### src/rtl/gsq_pkg.sv
package gsq_pkg;

    localparam int unsigned GSQ_QUEUES = 8;
    localparam int unsigned GSQ_CNT_W  = 14;
    localparam int unsigned GSQ_CNT_LSB = GSQ_QUEUES;
    localparam int unsigned GSQ_CMD_W  = GSQ_CNT_LSB + GSQ_CNT_W;

    typedef enum logic [1:0] {
        GS_IDLE = 2'd0,
        GS_RUN  = 2'd1,
        GS_HOLD = 2'd2
    } gs_state_e;

    function automatic logic [GSQ_CNT_W-1:0] cmd_count(input logic [GSQ_CMD_W-1:0] w);
        return w[GSQ_CMD_W-1:GSQ_CNT_LSB];
    endfunction

    function automatic logic [GSQ_QUEUES-1:0] cmd_mask(input logic [GSQ_CMD_W-1:0] w);
        return w[GSQ_QUEUES-1:0];
    endfunction

endpackage

### src/rtl/gsq_cmd_ram.sv
module gsq_cmd_ram #(
    parameter int unsigned DEPTH  = 128,
    parameter int unsigned WORD_W = 22,
    localparam int unsigned AW    = $clog2(DEPTH)
) (
    input  logic              clk,
    input  logic              wr_en,
    input  logic [AW-1:0]     wr_addr,
    input  logic [WORD_W-1:0] wr_data,
    input  logic [AW-1:0]     rd_addr,
    output logic [WORD_W-1:0] rd_data
);

    logic [WORD_W-1:0] mem_q [DEPTH];

    always_ff @(posedge clk) begin
        if (wr_en) begin
            mem_q[wr_addr] <= wr_data;
        end
    end

    assign rd_data = mem_q[rd_addr];

endmodule

### src/rtl/gsq_bank_ctrl.sv
module gsq_bank_ctrl (
    input  logic clk,
    input  logic rst_n,
    input  logic run,
    input  logic single_bank,
    input  logic bank_req,
    input  logic cycle_start,
    output logic eff_bank,
    output logic bank_q_o
);

    logic bank_d, bank_q;

    // Bank used for this cycle's read; becomes the registered bank.
    always_comb begin
        if (single_bank) begin
            bank_d = 1'b0;
        end else if (!run || cycle_start) begin
            bank_d = bank_req;
        end else begin
            bank_d = bank_q;
        end
    end

    always_ff @(posedge clk or negedge rst_n) begin
        if (!rst_n) begin
            bank_q <= 1'b0;
        end else begin
            bank_q <= bank_d;
        end
    end

    assign eff_bank = bank_d;
    assign bank_q_o = bank_q;

    // a running schedule keeps its bank between cycle starts
    p_swap_at_boundary_r6: assert property (@(posedge clk) disable iff (!rst_n)
        (run && !cycle_start && !single_bank) |=> $stable(bank_q));

    // single-bank mode always reports bank 0
    p_single_reports_zero_r12: assert property (@(posedge clk) disable iff (!rst_n)
        single_bank |=> (bank_q == 1'b0));

endmodule

### src/rtl/gsq_engine.sv
module gsq_engine
    import gsq_pkg::*;
#(
    parameter int unsigned IDX_W = 8,
    localparam int unsigned RD_W = IDX_W - 1
) (
    input  logic                  clk,
    input  logic                  rst_n,
    input  logic                  run,
    input  logic                  cycle_start,
    input  logic                  unit_tick,
    input  logic                  nibble_mode,
    input  logic [IDX_W-1:0]      limit,
    input  logic [GSQ_CMD_W-1:0]  rd_word,
    output logic [RD_W-1:0]       rd_idx,
    output logic [GSQ_QUEUES-1:0] allow,
    output logic                  cnt_err,
    output logic                  addr_err
);

    typedef struct packed {
        gs_state_e             st;
        logic [IDX_W-1:0]      idx;
        logic [GSQ_CNT_W-1:0]  cnt;
        logic [GSQ_QUEUES-1:0] allow;
        logic                  cnt_err;
        logic                  addr_err;
    } eng_t;

    eng_t d, q;

    logic [GSQ_CNT_W-1:0]  step;
    logic [GSQ_CNT_W-1:0]  new_cnt;
    logic [GSQ_QUEUES-1:0] new_mask;
    logic                  drain;

    assign step     = nibble_mode ? GSQ_CNT_W'(2) : GSQ_CNT_W'(1);
    assign new_cnt  = cmd_count(rd_word);
    assign new_mask = cmd_mask(rd_word);
    assign drain    = (q.st == GS_RUN) && unit_tick && (q.cnt <= step);
    assign rd_idx   = cycle_start ? '0 : q.idx[RD_W-1:0];

    always_comb begin
        d = q;
        if (!run) begin
            d.st       = GS_IDLE;
            d.idx      = '0;
            d.cnt      = '0;
            d.allow    = '1;
            d.cnt_err  = 1'b0;
            d.addr_err = 1'b0;
        end else if (cycle_start) begin
            if ((q.st == GS_RUN) && !drain) begin
                d.cnt_err = 1'b1;
            end
            d.allow = new_mask;
            d.cnt   = new_cnt;
            d.idx   = IDX_W'(1);
            d.st    = (new_cnt == '0) ? GS_HOLD : GS_RUN;
        end else if ((q.st == GS_RUN) && unit_tick) begin
            if (drain) begin
                if (q.idx >= limit) begin
                    d.addr_err = 1'b1;
                    d.cnt      = '0;
                    d.st       = GS_HOLD;
                end else begin
                    d.allow = new_mask;
                    d.cnt   = new_cnt;
                    d.idx   = q.idx + IDX_W'(1);
                    d.st    = (new_cnt == '0) ? GS_HOLD : GS_RUN;
                end
            end else begin
                d.cnt = q.cnt - step;
            end
        end
    end

    always_ff @(posedge clk or negedge rst_n) begin
        if (!rst_n) begin
            q.st       <= GS_IDLE;
            q.idx      <= '0;
            q.cnt      <= '0;
            q.allow    <= '1;
            q.cnt_err  <= 1'b0;
            q.addr_err <= 1'b0;
        end else begin
            q <= d;
        end
    end

    assign allow    = q.allow;
    assign cnt_err  = q.cnt_err;
    assign addr_err = q.addr_err;

    // disabled scheduler opens every queue and drops errors
    p_disabled_open_r1: assert property (@(posedge clk) disable iff (!rst_n)
        !run |=> (q.allow == '1 && !q.cnt_err && !q.addr_err));

    // an ended list keeps its mask until a new cycle
    p_hold_keeps_mask_r4: assert property (@(posedge clk) disable iff (!rst_n)
        (q.st == GS_HOLD && run && !cycle_start) |=> $stable(q.allow));

    // count error is sticky while enabled
    p_cnt_err_sticky_r8: assert property (@(posedge clk) disable iff (!rst_n)
        (q.cnt_err && run) |=> q.cnt_err);

    // address error is sticky while enabled
    p_addr_err_sticky_r11: assert property (@(posedge clk) disable iff (!rst_n)
        (q.addr_err && run) |=> q.addr_err);

    // a running command never holds a zero count
    p_run_nonzero_r3: assert property (@(posedge clk) disable iff (!rst_n)
        (q.st == GS_RUN) |-> (q.cnt != '0));

endmodule

### src/rtl/gate_list_sequencer.sv
module gate_list_sequencer
    import gsq_pkg::*;
#(
    parameter int unsigned BANK_DEPTH = 64,
    localparam int unsigned RAM_DEPTH = 2 * BANK_DEPTH,
    localparam int unsigned RAM_AW    = $clog2(RAM_DEPTH),
    localparam int unsigned BANK_AW   = $clog2(BANK_DEPTH),
    localparam int unsigned IDX_W     = RAM_AW + 1
) (
    input  logic                  clk,
    input  logic                  rst_n,
    input  logic                  sched_glb_en,
    input  logic                  sched_port_en,
    input  logic                  single_bank,
    input  logic                  bank_req,
    input  logic                  nibble_mode,
    input  logic                  cycle_start,
    input  logic                  unit_tick,
    input  logic                  ram_wr_en,
    input  logic [RAM_AW-1:0]     ram_wr_addr,
    input  logic [GSQ_CMD_W-1:0]  ram_wr_data,
    output logic [GSQ_QUEUES-1:0] gate_allow,
    output logic                  bank_active,
    output logic                  cnt_err,
    output logic                  addr_err
);

    logic                 run;
    logic                 eff_bank;
    logic [RAM_AW-1:0]    rd_idx;
    logic [RAM_AW-1:0]    rd_addr;
    logic [GSQ_CMD_W-1:0] rd_word;
    logic [IDX_W-1:0]     limit;

    assign run   = sched_glb_en && sched_port_en;
    assign limit = single_bank ? IDX_W'(RAM_DEPTH) : IDX_W'(BANK_DEPTH);

    // Bank number is the top address bit in two-bank mode.
    assign rd_addr = single_bank ? rd_idx : {eff_bank, rd_idx[BANK_AW-1:0]};

    gsq_cmd_ram #(
        .DEPTH  (RAM_DEPTH),
        .WORD_W (GSQ_CMD_W)
    ) u_ram (
        .clk     (clk),
        .wr_en   (ram_wr_en),
        .wr_addr (ram_wr_addr),
        .wr_data (ram_wr_data),
        .rd_addr (rd_addr),
        .rd_data (rd_word)
    );

    gsq_bank_ctrl u_bank (
        .clk         (clk),
        .rst_n       (rst_n),
        .run         (run),
        .single_bank (single_bank),
        .bank_req    (bank_req),
        .cycle_start (cycle_start),
        .eff_bank    (eff_bank),
        .bank_q_o    (bank_active)
    );

    gsq_engine #(
        .IDX_W (IDX_W)
    ) u_engine (
        .clk         (clk),
        .rst_n       (rst_n),
        .run         (run),
        .cycle_start (cycle_start),
        .unit_tick   (unit_tick),
        .nibble_mode (nibble_mode),
        .limit       (limit),
        .rd_word     (rd_word),
        .rd_idx      (rd_idx),
        .allow       (gate_allow),
        .cnt_err     (cnt_err),
        .addr_err    (addr_err)
    );

endmodule

### config.mk
export PLATFORM = sky130hd
export DESIGN_NAME = gate_list_sequencer
export DESIGN_NICKNAME = d
export VERILOG_FILES = /design/src/rtl/gsq_pkg.sv /design/src/rtl/gsq_cmd_ram.sv /design/src/rtl/gsq_bank_ctrl.sv /design/src/rtl/gsq_engine.sv /design/src/rtl/gate_list_sequencer.sv
export SDC_FILE = /design/constraint.sdc
export NUM_CORES = 2
export LEC_CHECK = 0
export ABC_CLOCK_PERIOD_IN_PS = 3600
export BUFFER_PORTS_ARGS = -buffer_cell sky130_fd_sc_hd__buf_4
export CORE_MARGIN = 2
export CORE_UTILIZATION = 55
export CTS_BUF_LIST = sky130_fd_sc_hd__clkbuf_8
export CTS_CLUSTER_DIAMETER = 60
export DETAILED_ROUTE_END_ITERATION = 10
export PLACE_DENSITY = 0.75
export SLEW_MARGIN = 20
export SYNTH_ARGS = -nofsm -noshare
export SYNTH_HDL_FRONTEND = slang
export SYNTH_SLANG_ARGS = --single-unit
### constraint.sdc
create_clock -name clk -period 3.6 [get_ports clk]
set_input_delay 0.54 -clock clk [delete_from_list [all_inputs] [get_ports clk]]
set_output_delay 0.54 -clock clk [all_outputs]
set_load 0.05 [all_outputs]
==> results by stage <==
Outcome:
- The run finished, with violations left.
- The final reports fail on setup timing.

Floorplan:
- The initial standard-cell utilization of the core is 0.553.
- Measured along the y axis, the die boundary spans 455 um.
- The total number of placement rows is 165.
- The core box area is 0.202 mm2.
- The die area is 0.207 mm2.
- The number of primary I/O pins is 50.
- From left edge to right edge, the die measures 455 um.

Drt:
- The number of design-rule violations left by the first detailed-router iteration is 12,924.
- Once detail routing completed, the nets flagged for antenna violations numbered 0.
- Dividing the detail-routed wire length by the instance count gives 35.1 um.
- Dividing the detail-routed via count by the number of cells gives 6.81.
- The routed layout has 69,494 vias.
- The count of TritonRoute iterations in the first routing pass is 9.
- The post-route DRC violation count is 0.
- The aggregate routed wire length is 358 mm.

Synth:
- The number of standard cells after synthesis is 6,184.
- The fraction of synthesized cell area taken by the top area cell type is 0.755.
- Synthesis instantiated 89 different standard cells from the library.
- After synthesis, the most frequently instantiated cells are 2,816 x edfxtp_1, 391 x mux2i_1, 310 x nor2_1.
- After synthesis, the share of flip-flops with an asynchronous set or reset is 0.0123.
- The net count after synthesis is 6,230.
- In this run, synthesis produced a sequential element count of 2,851.
- In this run, synthesis inferred 2,816 flip-flops with an integrated enable.
- The biggest area consumer among synthesized cells is edfxtp_1.
- After synthesis the cells add up to 0.112 mm2.
- During synthesis, Yosys emitted a total of 0 warnings.
- The most common cell in the synthesized netlist is edfxtp_1.
- Sorting the synthesized cells by area gives the leading types as edfxtp_1 76%, mux4_2 6.0%, mux2i_1 3.5%, o21ai_0 1.4%, o221ai_1 1.3%.
- The synthesized area per cell is 18.1 um2.
- The leading register cell type out of synthesis is edfxtp_1.
- The share of the Yosys chip area taken by registers is 0.763.

Power:
- Summed over all nets, the switching power comes to 14,300 uW.
- The share of total power consumed by net switching is 0.223.
- The total power divided by cell area is 488 mW/mm2.
- The worst IR drop on VDD is 0.000361 V.
- Of the total power, registers draw 0.571.
- Of the total power, the clock network draws 0.388.
- Internal power comes to 49,900 uW.
- The share of total power in combinational logic is 0.041.
- The leakage power is 0.0430 uW.

Final layout:
- The final layout net count is 7,249.
- The filler-free cell count of the finished design is 10,209.
- The area added between synthesis and finish is 17.6%.
- For this run, the share of the core covered by cells in the final layout is 0.651.
- Of the cells placed in the final design, the portion with a size suffix greater than 1 is 0.291.

Setup path:
- The worst setup path is captured at a flop.
- The required time at the worst-slack endpoint is 4720 ps.
- Walking the worst path, the cells encountered are buf_8, nand2b_4, buf_12, buf_6, buf_4, nand2_1, o21ai_0, nand2_1, a311oi_2, buf_4, o311ai_2, a311o_1, nor3_4, buf_6, o21a_1.
- The classification of the worst setup path is reg2reg.
- The worst-path cell with the longest stage delay is dfrtp_4.
- The startpoint type of the worst setup path is a flop.
- Along the worst path, the maximum fanout reaches 6.
- On the worst path, the slowest cell contributes a delay of 570 ps.
- Data on the critical path arrives at its endpoint at 5080 ps.

STA:
- The count of final hold-check violations was 0.
- Setup violations remaining at the end of the flow were counted as 14.
- The final count of pins violating max slew was 0.
- The relative slew slack is 0.166.
- The slew of the pin with the lowest slew margin is 1250 ps.
- Timing would allow up to 0.253 GHz.
- The post-layout minimum cycle time is 3950 ps.
- The final cycle utilization of the critical path is 1.10.
- Adding up every negative setup slack in the final design gives -1510 ps.
- The maximum clock skew at final layout is 95.4 ps.
- Setup repair after global routing could not meet its margin everywhere.
- The setup slack after layout is -354 ps.

Clock network:
- In this run, CTS created clock tree buffers numbering 448.
- The clock transition at the register clock pins on the worst setup and hold paths after CTS is 70 ps.
- Clock tree synthesis found a total of 2,851 sinks.
- The total number of H-tree levels is 5.
- TritonCTS built the clock tree.
- At the later pin of the worst-skew pair, clock insertion delay measures 1180 ps.
- The buffer type at the clock tree root is clkbuf_8.
- In this run the deepest clock path goes through 4 buffers.

Place:
- The estimated wirelength of the detail-placed design is 225 mm.
- In this run, placement finished with an instance count of 9,355.
- The congestion estimate from routability-driven global placement came to 1.00.
- The count of buffers from port buffering is 49.

Run:
- Across the run, the number of max-cap violations was 0.

GRT:
- The via count of the first global-routing pass is 66,047.
- In the global route stage, overall resource usage came out at 0.343.
- Summed over all layers, the global routing overflow is 0.
- Entering global routing, the biggest net connects 129 pins.
- The first global-routing pass estimated 496 mm of wire.
- The number of antenna violations at the first check in global routing came to 31.

Hold path:
- The worst min-delay path category is in2reg.
## through the flow
step	setup WS (ps)	instance area [um2]	hold WS [ps]	total power (uW)
4_1_cts	-131	131000	6.77	64200
3_3_place_gp	-1260	122000	477	39700
3_5_place_dp	-1170	122000	500	39800
5_1_grt	-229	132000	57.2	65700
2_1_floorplan	416	112000	244	38300
6_report	-354	132000	73.2	64200
## power groups by stage
stage	Sequential (uW)	Combinational, uW	Clock [uW]
2_1_floorplan	37400	973	0
3_3_place_gp	37400	2320	0
3_5_place_dp	37400	2380	0
4_1_cts	36700	2490	25000
5_1_grt	36700	2670	26300
6_report	36700	2620	24900
## repair_timing
item	CTS	global route
endpoints found under the setup margin	18	20
hold buffers	23	2
setup buffers	29	10
hold endpoints to repair	475	50
gates resized for setup	119	81
cloned	7	0
pin swaps	34	19
## metal layers
layer / share of wire / global-route usage / routed length (um) / vias up
met1: 0.36 / 0.479 / 128000 / 34951
met4: 0.048 / 0.143 / 17100 / 24
met5: 0.00045 / 0 / 161 / -
met3: 0.16 / 0.127 / 58400 / 1009
met2: 0.43 / 0.491 / 155000 / 6137
li1: - / - / - / 27373
## critical path, delay by kind of cell, from the launching register on
family / cells / cell delay [ps]
and+or+nand+nor: 4 / 1040
buffers and inverters: 6 / 970
DFF: 1 / 570
AOI/OAI and AO/OA: 5 / 1300
## cells by family after synthesis
group           Yosys count  synth area share
fa+ha+maj                 7          0.000849
xor+xnor                  7          0.000548
flops                  2851             0.763
compound gates         1205            0.0729
simple gates            885            0.0362
mux                     800             0.106
buf+inv                 429            0.0204
## cell type report
cell class,instances,area (um2)
Antenna cell,8,20.0
Clock buffer,452,6220
Clock inverter,324,1660
Fill cell,13338,70700
Inverter,17,77.6
Multi-Input combinational cell,2904,25300
Sequential cell,2851,85500
Tap cell,2672,3340
Timing Repair Buffer,981,9560
## state kept, by name (all words and copies together), names as in the netlist
name	count
u_bank.bank_q_o	1
u_engine.addr_err	1
u_engine.allow	8
u_engine.cnt_err	1
u_engine.q	24
u_ram.mem_q	2816
## placed cells by master, fill, tap and decap left out, types with 24 or more instances in the layout
master            n
edfxtp_1       2816
o211ai_1         64
nor2b_1          28
inv_1           140
clkinv_2         45
buf_12          140
dlygate4sd3_1    24
o21ai_0         291
nor2_1          176
buf_4           771
o22ai_1          81
o221ai_1        169
mux4_2          297
nand2_1         281
clkbuf_8        452
clkinv_1        127
nor2_2          132
a21oi_1         182
a211oi_1         66
nor3_1           36
mux2i_1         388
a221oi_1         25
a222oi_1         37
a31oi_1          51
buf_6            31
mux2_2          112
nand3_1          55
## path summary, 6_finish.rpt
kind | from | end | slack (ps) | cells past startpoint
worst min-delay path | ram_wr_data[20] | u_ram.mem_q[22][20]$_DFFE_PP_ | 70 | 1
max in group asynchronous | rst_n | u_engine.q[27]$_DFFE_PN0P_ | 2680 | 4
worst max register to register | u_engine.q[24]$_DFFE_PN0P_ | u_engine.q[33]$_DFFE_PN0P_ | -350 | 15
worst min register to register | u_engine.q[20]$_DFFE_PN0P_ | u_engine.q[20]$_DFFE_PN0P_ | 510 | 2
worst max-delay path | u_engine.q[24]$_DFFE_PN0P_ | u_engine.q[33]$_DFFE_PN0P_ | -350 | 15
min in group asynchronous | rst_n | u_engine.q[26]$_DFFE_PN0P_ | 470 | 3
Power figures use the tool's default switching activity.
